<file path="config.mk">
export PLATFORM = sky130hd
export DESIGN_NAME = dmac_regfile
export DESIGN_NICKNAME = d
export VERILOG_FILES = /design/src/rtl/dmac_pkg.sv /design/src/rtl/dmac_byteptr.sv /design/src/rtl/dmac_chan.sv /design/src/rtl/dmac_ctl.sv /design/src/rtl/dmac_regfile.sv
export SDC_FILE = /design/constraint.sdc
export NUM_CORES = 1
export LEC_CHECK = 0
export BUFFER_PORTS_ARGS = -buffer_cell sky130_fd_sc_hd__buf_2
export CORE_ASPECT_RATIO = 1.4
export CORE_MARGIN = 2
export CORE_UTILIZATION = 55
export DETAILED_ROUTE_END_ITERATION = 7
export PLACE_DENSITY = 0.83
export SLEW_MARGIN = 20
export SYNTH_ARGS = -nofsm -noshare
export SYNTH_HDL_FRONTEND = slang
export SYNTH_SLANG_ARGS = --single-unit
</file>
<file path="constraint.sdc">
create_clock -name clk -period 5.6 [get_ports clk]
set_clock_uncertainty 0.1 [all_clocks]
set_input_delay 0.56 -clock clk [delete_from_list [all_inputs] [get_ports clk]]
set_output_delay 0.56 -clock clk [all_outputs]
set_load 0.03 [all_outputs]
</file>
<file path="src/rtl/dmac_pkg.sv">
package dmac_pkg;
  localparam int REGW = 16;

  // offsets of the command ports above the channel register block
  typedef enum logic [2:0] {
    CMD_STATUS  = 3'd0,
    CMD_SPARE   = 3'd1,
    CMD_SMASK   = 3'd2,
    CMD_MODE    = 3'd3,
    CMD_CLRPTR  = 3'd4,
    CMD_MRESET  = 3'd5,
    CMD_CLRMASK = 3'd6,
    CMD_AMASK   = 3'd7
  } cmd_e;

  typedef struct packed {
    logic [1:0] opmode;
    logic       dec;
    logic       autoinit;
    logic [1:0] xtype;
  } mode_t;

  function automatic logic [REGW-1:0] put_byte(input logic [REGW-1:0] v,
                                               input logic hi,
                                               input logic [7:0] b);
    return hi ? {b, v[7:0]} : {v[15:8], b};
  endfunction

  function automatic logic [7:0] get_byte(input logic [REGW-1:0] v, input logic hi);
    return hi ? v[15:8] : v[7:0];
  endfunction
endpackage

</file>
<file path="src/rtl/dmac_byteptr.sv">
module dmac_byteptr (
  input  logic clk,
  input  logic rst_n,
  input  logic step,
  input  logic clear,
  output logic hi
);
  always_ff @(posedge clk) begin
    if (!rst_n)     hi <= 1'b0;
    else if (clear) hi <= 1'b0;
    else if (step)  hi <= ~hi;
  end
endmodule

</file>
<file path="src/rtl/dmac_chan.sv">
module dmac_chan
  import dmac_pkg::*;
(
  input  logic            clk,
  input  logic            rst_n,
  input  logic            host_we,
  input  logic            host_cnt,
  input  logic            host_hi,
  input  logic [7:0]      host_data,
  input  logic            eng_we,
  input  logic [REGW-1:0] eng_addr,
  input  logic [REGW-1:0] eng_cnt,
  input  logic            mode_we,
  input  mode_t           mode_d,
  output logic [REGW-1:0] base_addr,
  output logic [REGW-1:0] base_cnt,
  output logic [REGW-1:0] cur_addr,
  output logic [REGW-1:0] cur_cnt,
  output mode_t           mode_q
);
  logic [REGW-1:0] new_addr, new_cnt;
  assign new_addr = put_byte(base_addr, host_hi, host_data);
  assign new_cnt  = put_byte(base_cnt, host_hi, host_data);

  always_ff @(posedge clk) begin
    if (!rst_n) begin
      base_addr <= '0;
      base_cnt  <= '0;
      cur_addr  <= '0;
      cur_cnt   <= '0;
      mode_q    <= '0;
    end else begin
      if (eng_we) begin
        cur_addr <= eng_addr;
        cur_cnt  <= eng_cnt;
      end
      // host write placed last: it wins over the engine
      if (host_we) begin
        if (host_cnt) begin
          base_cnt <= new_cnt;
          if (host_hi) cur_cnt <= new_cnt;
        end else begin
          base_addr <= new_addr;
          if (host_hi) cur_addr <= new_addr;
        end
      end
      if (mode_we) mode_q <= mode_d;
    end
  end
endmodule

</file>
<file path="src/rtl/dmac_ctl.sv">
module dmac_ctl #(
  parameter int NCH = 4
) (
  input  logic           clk,
  input  logic           rst_n,
  input  logic           smask_we,
  input  logic           amask_we,
  input  logic           mreset,
  input  logic           clrmask,
  input  logic [3:0]     wdata_lo,
  input  logic           tc_clr,
  input  logic [NCH-1:0] tc_set,
  input  logic [NCH-1:0] drq,
  output logic [NCH-1:0] mask,
  output logic [NCH-1:0] tc,
  output logic [7:0]     status
);
  assign status = {4'(drq), 4'(tc)};

  always_ff @(posedge clk) begin
    if (!rst_n) begin
      mask <= '1;
      tc   <= '0;
    end else begin
      if (mreset)        mask <= '1;
      else if (clrmask)  mask <= '0;
      else if (amask_we) mask <= wdata_lo[NCH-1:0];
      else if (smask_we) begin
        for (int i = 0; i < NCH; i++)
          if (wdata_lo[1:0] == 2'(i)) mask[i] <= wdata_lo[2];
      end
      tc <= (tc_clr ? '0 : tc) | tc_set;
    end
  end
endmodule

</file>
<file path="src/rtl/dmac_regfile.sv">
module dmac_regfile
  import dmac_pkg::*;
#(
  parameter int NCH = 4,
  parameter int PAW = 4,
  parameter int CHW = (NCH > 1) ? $clog2(NCH) : 1
) (
  input  logic                clk,
  input  logic                rst_n,
  input  logic [PAW-1:0]      port_addr,
  input  logic                wr_en,
  input  logic                rd_en,
  input  logic [7:0]          wdata,
  output logic [7:0]          rd_data,
  input  logic [NCH-1:0]      drq,
  input  logic [NCH-1:0]      tc_set,
  input  logic                eng_we,
  input  logic [CHW-1:0]      eng_ch,
  input  logic [15:0]         eng_addr,
  input  logic [15:0]         eng_cnt,
  output logic [NCH*16-1:0]   base_addr_o,
  output logic [NCH*16-1:0]   base_cnt_o,
  output logic [NCH*16-1:0]   cur_addr_o,
  output logic [NCH*16-1:0]   cur_cnt_o,
  output logic [2*NCH-1:0]    ch_opmode,
  output logic [NCH-1:0]      ch_dec,
  output logic [NCH-1:0]      ch_autoinit,
  output logic [2*NCH-1:0]    ch_xtype,
  output logic [NCH-1:0]      ch_enable
);
  localparam logic [PAW-1:0] CMD_BASE = PAW'(2 * NCH);

  // decode
  logic           is_chreg, is_cmd, rd_act;
  logic [PAW-1:0] cmd_off;
  cmd_e           cmd;
  logic [CHW-1:0] ch_sel;

  assign is_chreg = port_addr < CMD_BASE;
  assign cmd_off  = port_addr - CMD_BASE;
  assign is_cmd   = !is_chreg && (cmd_off < PAW'(8));
  assign cmd      = cmd_e'(cmd_off[2:0]);
  assign ch_sel   = port_addr[CHW:1];
  assign rd_act   = rd_en && !wr_en;

  // named internal events
  logic ptr_step, ptr_clear, ptr_hi, tc_clr;
  logic cmd_wr;
  assign cmd_wr    = wr_en && is_cmd;
  assign ptr_step  = is_chreg && (wr_en || rd_en);
  assign ptr_clear = cmd_wr && (cmd == CMD_CLRPTR || cmd == CMD_MRESET);
  assign tc_clr    = rd_act && is_cmd && (cmd == CMD_STATUS);

  dmac_byteptr u_ptr (
    .clk(clk), .rst_n(rst_n), .step(ptr_step), .clear(ptr_clear), .hi(ptr_hi)
  );

  logic [NCH-1:0] mask_q, tc_q;
  logic [7:0]     status;

  dmac_ctl #(.NCH(NCH)) u_ctl (
    .clk(clk), .rst_n(rst_n),
    .smask_we(cmd_wr && cmd == CMD_SMASK),
    .amask_we(cmd_wr && cmd == CMD_AMASK),
    .mreset(cmd_wr && cmd == CMD_MRESET),
    .clrmask(cmd_wr && cmd == CMD_CLRMASK),
    .wdata_lo(wdata[3:0]),
    .tc_clr(tc_clr), .tc_set(tc_set), .drq(drq),
    .mask(mask_q), .tc(tc_q), .status(status)
  );

  assign ch_enable = ~mask_q;

  logic [15:0] cur_a [NCH];
  logic [15:0] cur_c [NCH];
  mode_t       mode_w;
  assign mode_w = mode_t'(wdata[7:2]);

  for (genvar g = 0; g < NCH; g++) begin : g_ch
    mode_t m;
    dmac_chan u_chan (
      .clk(clk), .rst_n(rst_n),
      .host_we(wr_en && is_chreg && ch_sel == CHW'(g)),
      .host_cnt(port_addr[0]), .host_hi(ptr_hi), .host_data(wdata),
      .eng_we(eng_we && eng_ch == CHW'(g)),
      .eng_addr(eng_addr), .eng_cnt(eng_cnt),
      .mode_we(cmd_wr && cmd == CMD_MODE && wdata[1:0] == 2'(g)),
      .mode_d(mode_w),
      .base_addr(base_addr_o[g*16 +: 16]),
      .base_cnt(base_cnt_o[g*16 +: 16]),
      .cur_addr(cur_a[g]),
      .cur_cnt(cur_c[g]),
      .mode_q(m)
    );
    assign cur_addr_o[g*16 +: 16] = cur_a[g];
    assign cur_cnt_o[g*16 +: 16]  = cur_c[g];
    assign ch_opmode[2*g +: 2]    = m.opmode;
    assign ch_dec[g]              = m.dec;
    assign ch_autoinit[g]         = m.autoinit;
    assign ch_xtype[2*g +: 2]     = m.xtype;
  end

  // read mux
  always_comb begin
    rd_data = 8'h00;
    if (is_chreg)
      rd_data = get_byte(port_addr[0] ? cur_c[ch_sel] : cur_a[ch_sel], ptr_hi);
    else if (is_cmd && cmd == CMD_STATUS)
      rd_data = status;
  end
endmodule

</file>
==> flow_summary.ini, run 1 <==
[timing]
relSlewSlack = 0.333
setup_viol = 0
fmax_mhz = 279
period_needed_ns = 3.59
setup_tns_ns = 0
drv_slew = 0
hold_viol = 0
timing.final.crit_share = 0.641
rsz0062_at_grt = false
worst_pin_slew_ns = 0.992

[status]
outcome = finished, final reports clean

[placement]
placed_area_um2 = 15200
hpwl_mm = 32.3
portBuffers = 350
routabilityCongestion = 0.947

[pwr]
intPower_mw = 3.43
p_clk_frac = 0.422
switching_share = 0.260
netSwitchingPower_mw = 1.20
vdd_ir_drop_max_v = 0.000234
power.leakage_nw = 8.20
power_density_nw_per_um2 = 287
p_seq_frac = 0.466
power_mw = 4.63
p_comb_frac = 0.112

[synthesis]
ys_ff_latch = 289
synth-simple-area-share = 0.171
synth_compound_area_frac = 0.167
synth_adder_area_share = 0
ys_seq_area_frac = 0.431
synthesis.area_um2 = 13400
syn-mean-instance-area_um2 = 9.63
synthesis.nets = 1454
synth_xor_area_frac = 0
muxShareOfSynthArea = 0.191
synth_top_family_by_area = multiplexers
yosys_warnings = 0
synthCells = 1395
synth_cell_types = 48

[routing]
drt_iter0_drc = 1119
route.vias.total = 12047
ant_nets = 0
drcViolationCount = 0
first_pass_iters = 6
wl_per_cell_um = 23.3
routed_wl_mm = 46.4
avgViaCountPerCell = 6.03

[floorplan]
die_x_um = 136
ios = 351
fp-row-count = 67
start_util = 0.560
die-area_um2 = 25700
core_um2 = 24000
die_h_um = 189

[cts]
h-tree-depth = 1
holdBufCountCts = 0
cts.sinks = 289
clock_path_buffers = 3
cts_setup_buffers = 0
cts_tree = built
post_cts_resized = 0
cts_buffers = 28
clkLatencyLatePin_ns = 0.54
clkTransAtPathRegs_ns = 0.06
clockRootBuffer = clkbuf_16

[critical_path]
crit_required_ns = 4.94
crit_path_max_incr_delay_ns = 0.65
worstSetupEndpointType = output port
critPathKind = in2out
startpoint_type = input port
critical-path-top-delay-family = buffers and inverters
cp_slowest_cell = buf_2
crit_chain = buf_2 -> inv_1 -> a2111oi_0 -> nor4_1 -> a221o_1 -> buf_2
cp_max_fo = 46
path_buf_inv = 3
cp_common_cell = buf_2
cp.arrival_ns = 2.93

[grt]
grt_pass1_vias = 11531
grt_start_max_net_pins = 134
grt_pass1_wl_mm = 68.2
antenna_found_initial = 0
track_usage = 0.348
grt-ovfl-total = 0

[run]
max_cap_viol_count = 0

[final_layout]
fin_nets = 1726
fin_util = 0.673
drive_above_1_share = 0.309
antennaDiodeCount = 0
fill_cells = 1965
final_area_um2 = 16100
syn2layout_area_growth_pct = 20.2

[hold_path]
hold_class = in2reg
==> power by group through the flow <==
stage / combinational, mW / clock [mW] / sequential, mW
after floorplan: 0.276 / 0 / 2.26
after global placement: 0.498 / 0 / 2.20
after detailed placement: 0.509 / 0 / 2.20
after CTS: 0.513 / 1.96 / 2.15
after global routing: 0.549 / 2.05 / 2.16
final: 0.519 / 1.96 / 2.16
==> through the flow <==
| step | instances | setup WS [ns] | hold slack [ns] |
|---|---|---|---|
| final | 1997 | 2.01 | 0.144 |
| after global routing | 1997 | 1.80 | 0.180 |
| after CTS | 1997 | 2.10 | 0.140 |
| after detailed placement | 1947 | 2.12 | 0.355 |
| after global placement | 1947 | 2.18 | 0.352 |
| after floorplan | 1395 | 2.88 | 0.339 |
==> final timing paths <==
path / from / to / slack [ns] / cells past startpoint
setup / recovery: port_addr[2] / rd_data[3] / 2.01 / 6
setup reg to reg: u_ptr.hi$_SDFFE_PP0P_ / g_ch[3].u_chan.cur_addr[7]$_SDFF_PN0_ / 3.04 / 4
hold / removal: tc_set[2] / u_ctl.tc[2]$_SDFF_PN0_ / 0.14 / 3
hold reg to reg: g_ch[2].u_chan.base_cnt[10]$_SDFFE_PN0P_ / g_ch[2].u_chan.base_cnt[10]$_SDFFE_PN0P_ / 0.36 / 2
==> layout by cell type (no fill, tap or decap), types with 11 or more instances in the layout <==
cell	n
a21boi_0	153
and2_1	18
buf_2	349
buf_4	16
clkbuf_16	29
dfxtp_1	289
mux2_2	80
mux2i_1	128
mux4_2	11
nand2_1	300
nand3_1	42
nor2b_1	66
o211a_1	72
==> per-layer routing <==
layer	wire, µm	GRT usage
met1	17200	0.427
met2	22200	0.577
met3	4400	0.0669
met4	2590	0.181
met5	0	0
==> registers in the layout (all words and copies together), names as in the netlist <==
signal	cells
g_ch.u_chan.base_addr	64
g_ch.u_chan.base_cnt	64
g_ch.u_chan.cur_addr	64
g_ch.u_chan.cur_cnt	64
g_ch.u_chan.mode_q	24
u_ctl.mask	4
u_ctl.tc	4
u_ptr.hi	1
==> Yosys cell counts, drive strengths merged <==
cell type	number	area, µm²
nand3	44	225
a21boi	153	1150
o21ai	2	10.0
o311ai	1	8.76
nor2b	66	413
and2	18	113
buf	46	238
nor3b	2	20.0
a221o	8	80.1
and3	3	18.8
or2	1	6.26
clkbuf	78	293
mux2	80	901
a211oi	8	60.1
o31a	1	8.76
o2111ai	2	17.5
o22ai	8	50.1
a21oi	6	30.0
nor2	5	21.3
nand4	3	18.8
and4bb	2	25.0
mux2i	128	1280
nand3b	4	30.0
a211o	3	26.3
nor3	5	52.6
dfxtp	289	5790
mux4	16	379
nor4b	2	47.6
or3	4	25.0
nor4	10	83.8
o211a	72	721
o211ai	1	7.51
a2111oi	8	70.1
nand4b	3	26.3
inv	6	22.5
nand2b	6	37.5
nand2	301	1130
==> layout make-up <==
class                   instances  area [µm²]  share of cell area
clock buffers                  39         843              0.0522
clock inverters                11         115             0.00713
inverters                       6        22.5             0.00139
multi-input cells             976        7110               0.441
flip-flops and latches        289        5790               0.358
well taps                     310         388              0.0240
repair buffers                366        1880               0.116
==> worst reg2reg max path: stages (launching register included) <==
cell      delay, ns
dfxtp_1        0.59
nand2b_1       0.39
or3_1          0.77
buf_4          0.35
o211a_1        0.24
==> cell families (layout without fill, tap and decap cells) <==
family,count (synthesis),count (layout)
buffers and inverters,130,422
AO/OA/AOI/OAI,273,273
flip-flops,289,289
multiplexers,224,224
AND/OR/NAND/NOR,479,479
Power figures use the tool's default switching activity.
==> run 2: changes to the inputs <==
--- a/config.mk
+++ b/config.mk
@@ -8,9 +8,9 @@
 export BUFFER_PORTS_ARGS = -buffer_cell sky130_fd_sc_hd__buf_2
 export CORE_ASPECT_RATIO = 1.4
 export CORE_MARGIN = 2
-export CORE_UTILIZATION = 55
+export CORE_UTILIZATION = 48
 export DETAILED_ROUTE_END_ITERATION = 7
-export PLACE_DENSITY = 0.83
+export PLACE_DENSITY = 0.76
 export SLEW_MARGIN = 20
 export SYNTH_ARGS = -nofsm -noshare
 export SYNTH_HDL_FRONTEND = slang
==> constraint.sdc (replaced) <==
create_clock -name clk -period 3.3 [get_ports clk]
set_clock_uncertainty 0.1 [all_clocks]
set_input_delay 0.33 -clock clk [delete_from_list [all_inputs] [get_ports clk]]
set_output_delay 0.33 -clock clk [all_outputs]
set_load 0.03 [all_outputs]
==> run 2 against run 1 <==
Net effect: register-to-register slack worse by 1.9 ns; count of clock-buffer cells in the layout is 2 lower; non-clock buffer count is 15 higher; highest routed layer is now met5.
==> flow_summary.ini, run 2 (synthesis gave the netlist of run 1 again) <==
[timing]
hold_viol = 0
setup_tns_ns = 0
period_needed_ns = 2.84
drv_slew = 0
setup_viol = 0
fmax_mhz = 352
rsz0062_at_grt = false
worst_pin_slew_ns = 0.915
relSlewSlack = 0.385
timing.final.crit_share = 0.860

[placement]
portBuffers = 350
routabilityCongestion = 0.915
hpwl_mm = 33.8

[floorplan]
fp-row-count = 72
core_um2 = 27600
die-area_um2 = 29400
start_util = 0.487
die_x_um = 145
ios = 351
die_h_um = 202

[run]
max_cap_viol_count = 0

[routing]
first_pass_iters = 5
ant_nets = 0
routed_wl_mm = 48.1
route.vias.total = 12153
drt_iter0_drc = 1031
wl_per_cell_um = 23.2
drcViolationCount = 0
avgViaCountPerCell = 5.86

[cts]
post_cts_resized = 0
h-tree-depth = 1
clockRootBuffer = clkbuf_16
cts_tree = built
clkLatencyLatePin_ns = 0.55
clock_path_buffers = 3
cts.sinks = 289
cts_buffers = 28
clkTransAtPathRegs_ns = 0.07

[grt]
antenna_found_initial = 3
track_usage = 0.311
met1_usage = 0.380
use_met3 = 0.0591
busiest_layer = met2
grt_pass1_wl_mm = 70.7
grt-ovfl-total = 0
grt_start_max_net_pins = 129
grt_pass1_vias = 11488
met2_usage = 0.523

[hold_path]
hold_class = in2reg
min_from = eng_addr[5]
hold-path-cell-count = 4
hold_end = g_ch[2].u_chan.cur_addr[5]$_SDFF_PN0_

[pwr]
power.leakage_nw = 8.30
vdd_ir_drop_max_v = 0.000439
power_mw = 7.99
power_density_nw_per_um2 = 487

[critical_path]
rr_startpoint = u_ptr.hi$_SDFFE_PP0P_
critPathKind = in2out
cp_max_fo = 24
startpoint_type = input port
worstReg2RegEnd = g_ch[0].u_chan.base_addr[6]$_SDFFE_PN0P_
crit_required_ns = 2.87
worstSetupEndpointType = output port
worstRegToRegCells = 5
startpoint = port_addr[2]
r2r_slack_ns = 1.11
cp.arrival_ns = 2.41

[status]
outcome = finished, final reports clean

[final_layout]
syn2layout_area_growth_pct = 22.2
fin_nets = 1741
final_cell_mix = buf_2 (349), nand2_1 (301), dfxtp_1 (289)
drive_above_1_share = 0.313
mostFrequentLayoutCell = buf_2
fin_util = 0.595
run 2: changes by cell type in the layout (fill, tap and decap cells not counted), moves of 2 or more:
| cell | change |
|---|---|
| buf_4 | +8 |
| clkinvlp_4 | -2 |
| clkinv_4 | +3 |
| dlygate4sd3_1 | +4 |
| buf_12 | +3 |
| diode_2 | +2 |
run 2: what timing repair did:
item,in CTS,in global routing
endpoints found under the setup margin,0,0
buffers inserted,0,0
hold endpoints to repair,4,0
hold buffers,4,0
run 2: worst max path at each step:
stage	end	slack, ns	cells past startpoint
floorplan	rd_data[0]	1.04	5
global placement	rd_data[0]	0.56	6
detailed placement	rd_data[4]	0.52	7
CTS	rd_data[4]	0.49	7
global route	rd_data[6]	0.32	7
finish	rd_data[4]	0.46	6
run 2: cell type report:
cell class              instances  area, µm²
inverters                       6       22.5
fillers                      2474      11200
repair buffers                381       2040
well taps                     370        463
clock buffers                  37        826
flip-flops and latches        289       5790
clock inverters                14        161
diodes                          2       5.00
multi-input cells             976       7110
run 2: worst max-delay path, stage by stage:
cell       delay (ns)
buf_2            0.44
inv_1            0.38
a2111oi_0        0.53
nor4_1           0.17
a221o_1          0.35
buf_2            0.20
run 2: where the power goes:
part / internal, mW / switching (mW) / leakage [nW] / total (mW)
registers: 3.57 / 0.0953 / 2.34 / 3.66
clock network: 1.99 / 1.43 / 0.487 / 3.43
logic: 0.328 / 0.572 / 5.48 / 0.899
total: 5.89 / 2.10 / 8.30 / 7.99
run 2: layer usage:
| layer | part of all wire | vias up |
|---|---|---|
| met1 | 0.38 | 5888 |
| met4 | 0.054 | 2 |
| li1 | - | 5482 |
| met3 | 0.082 | 155 |
| met5 | 0.00017 | - |
| met2 | 0.48 | 626 |
run 2: per-stage QoR:
step	setup slack [ns]	cell area [µm²]	instances	hold slack [ns]
2_1_floorplan	1.04	13400	1395	0.339
3_3_place_gp	0.560	15400	2018	0.350
3_5_place_dp	0.517	15400	2018	0.353
4_1_cts	0.489	16400	2073	0.0791
5_1_grt	0.321	16400	2073	0.0972
6_report	0.462	16400	2075	0.0887
==> run 3: changes to the inputs <==
--- a/config.mk
+++ b/config.mk
@@ -8,9 +8,9 @@
 export BUFFER_PORTS_ARGS = -buffer_cell sky130_fd_sc_hd__buf_2
 export CORE_ASPECT_RATIO = 1.4
 export CORE_MARGIN = 2
-export CORE_UTILIZATION = 48
+export CORE_UTILIZATION = 53
 export DETAILED_ROUTE_END_ITERATION = 7
-export PLACE_DENSITY = 0.76
+export PLACE_DENSITY = 0.8
 export SLEW_MARGIN = 20
 export SYNTH_ARGS = -nofsm -noshare
 export SYNTH_HDL_FRONTEND = slang
==> constraint.sdc (replaced) <==
create_clock -name clk -period 2.65 [get_ports clk]
set_clock_uncertainty 0.1 [all_clocks]
set_input_delay 0.265 -clock clk [delete_from_list [all_inputs] [get_ports clk]]
set_output_delay 0.265 -clock clk [all_outputs]
set_load 0.03 [all_outputs]
==> run 3 against run 2 <==
Net effect: via count increased by 0.40%; worst setup slack got worse by 0.42 ns; non-clock buffer count increased by 13; cell count down 2.0%; count of clock-buffer cells in the layout is 3 higher; sequential power rose by 25%; global-route usage increased by 2.0 points; die area fell by 9.2%; critical endpoint is now rd_data[2]; largest cell class unchanged.
==> flow_summary.ini, run 3 (synthesis gave the netlist of run 1 again) <==
[status]
outcome = finished, final reports clean

[pwr]
power_density_nw_per_um2 = 588
power.leakage_nw = 8.38
vdd_ir_drop_max_v = 0.000454

[timing]
timing.final.crit_share = 0.984
whs_ns = 0.0118
relSlewSlack = 0.465
worst_pin_slew_ns = 0.802
setup_tns_ns = 0
rsz0062_at_grt = false
drv_slew = 0
fmax_mhz = 384
period_needed_ns = 2.61
setup_viol = 0
hold_viol = 0

[final_layout]
fin_nets = 1754
fill_cells = 2007
fin_util = 0.667
final_area_um2 = 16500
syn2layout_area_growth_pct = 22.9
drive_above_1_share = 0.318
final_cell_mix = buf_2 (348), nand2_1 (301), dfxtp_1 (289)
seq_area_um2 = 5790
multi_input_area_um2 = 7130
mostFrequentLayoutCell = buf_2

[routing]
route.vias.total = 12202
first_pass_iters = 6
avgViaCountPerCell = 6.00
drt_iter0_drc = 1141
routed_wl_mm = 46.6
ant_nets = 0
drcViolationCount = 0
wl_per_cell_um = 22.9

[floorplan]
die_x_um = 139
core_um2 = 24800
fp-row-count = 68
die_h_um = 192
start_util = 0.543
die-area_um2 = 26700
ios = 351

[critical_path]
critPathKind = reg2out
crit_path_max_incr_delay_ns = 0.51
worstRegToRegCells = 5
startpoint_type = register
worstSetupEndpointType = output port
cp_max_fo = 3
crit_chain = mux4_2 -> mux2_2 -> a221o_1 -> buf_2
cp.arrival_ns = 2.24
cp_slowest_cell = mux4_2
crit_required_ns = 2.29

[grt]
grt_pass1_wl_mm = 68.7
antenna_found_initial = 2
grt_start_max_net_pins = 104
grt_pass1_vias = 11612
track_usage = 0.331
grt-ovfl-total = 0

[placement]
placed_area_um2 = 15500
hpwl_mm = 33.0
portBuffers = 350
routabilityCongestion = 0.926

[cts]
cts_tree = built
cts.sinks = 289
clock_path_buffers = 3
clkTransAtPathRegs_ns = 0.07
clkLatencyLatePin_ns = 0.54
clockRootBuffer = clkbuf_16
cts_buffers = 28
h-tree-depth = 1

[hold_path]
hold_class = in2reg
hold-path-cell-count = 4

[run]
max_cap_viol_count = 0
run 3: cell count changes in the layout (fill, tap and decap cells not counted), sizes merged:
| cell | delta |
|---|---|
| buf | +13 |
| bufinv | -2 |
| clkinvlp | +1 |
| diode | +1 |
| clkbuf | +3 |
| clkinv | -2 |
run 3: through the flow:
step                      instances  power (mW)  setup WS (ns)
final                          2034        9.71         0.0431
after global routing           2032        9.97         0.0149
after CTS                      2031        9.69        0.00490
after detailed placement       1976        5.76         0.0666
after global placement         1976        5.75         0.0648
after floorplan                1395        5.36          0.516
run 3: worst paths after layout:
check	from	to	slack, ns
max	g_ch[2].u_chan.cur_cnt[2]$_SDFF_PN0_	rd_data[2]	0.04
min	rd_en	u_ptr.hi$_SDFFE_PP0P_	0.01
max reg2reg	u_ptr.hi$_SDFFE_PP0P_	g_ch[3].u_chan.base_cnt[2]$_SDFFE_PN0P_	0.84
min reg2reg	g_ch[0].u_chan.base_cnt[13]$_SDFFE_PN0P_	g_ch[0].u_chan.base_cnt[13]$_SDFFE_PN0P_	0.37
run 3: routing by layer:
metal / vias up / wire length, µm / global-route usage
li1: 5528 / - / -
met1: 5831 / 17800 / 0.405
met2: 698 / 22400 / 0.568
met3: 145 / 4030 / 0.0573
met4: 0 / 2270 / 0.159
met5: - / 0 / 0
run 3: final cells by class:
cell class	instances	share of cell area
Tap cell	315	0.0239
Inverter	6	0.00136
Clock buffer	40	0.0507
Timing Repair Buffer	394	0.136
Clock inverter	11	0.00553
Antenna cell	3	0.000455
Multi-Input combinational cell	976	0.432
Sequential cell	289	0.350
run 3: timing repair:
action / CTS / global route
endpoints found under the setup margin: 1 / 3
pin swaps: 0 / 1
gates resized for setup: 2 / 6
hold buffers: 4 / 0
setup buffers: 0 / 0
cloned: 0 / 0
hold endpoints to repair: 4 / 0
run 3: critical path: cells and delay by family, from the launching register on:
kind	cells	cell delay [ns]
multiplexers	2	0.79
flip-flops	1	0.37
AO/OA/AOI/OAI	1	0.35
buffers and inverters	1	0.20
run 3: report_power, final:
part / internal, mW / total (mW) / switching [mW]
Combinational: 0.429 / 1.14 / 0.715
Sequential: 4.44 / 4.56 / 0.116
Clock: 2.29 / 4.00 / 1.71
Total: 7.16 / 9.71 / 2.54
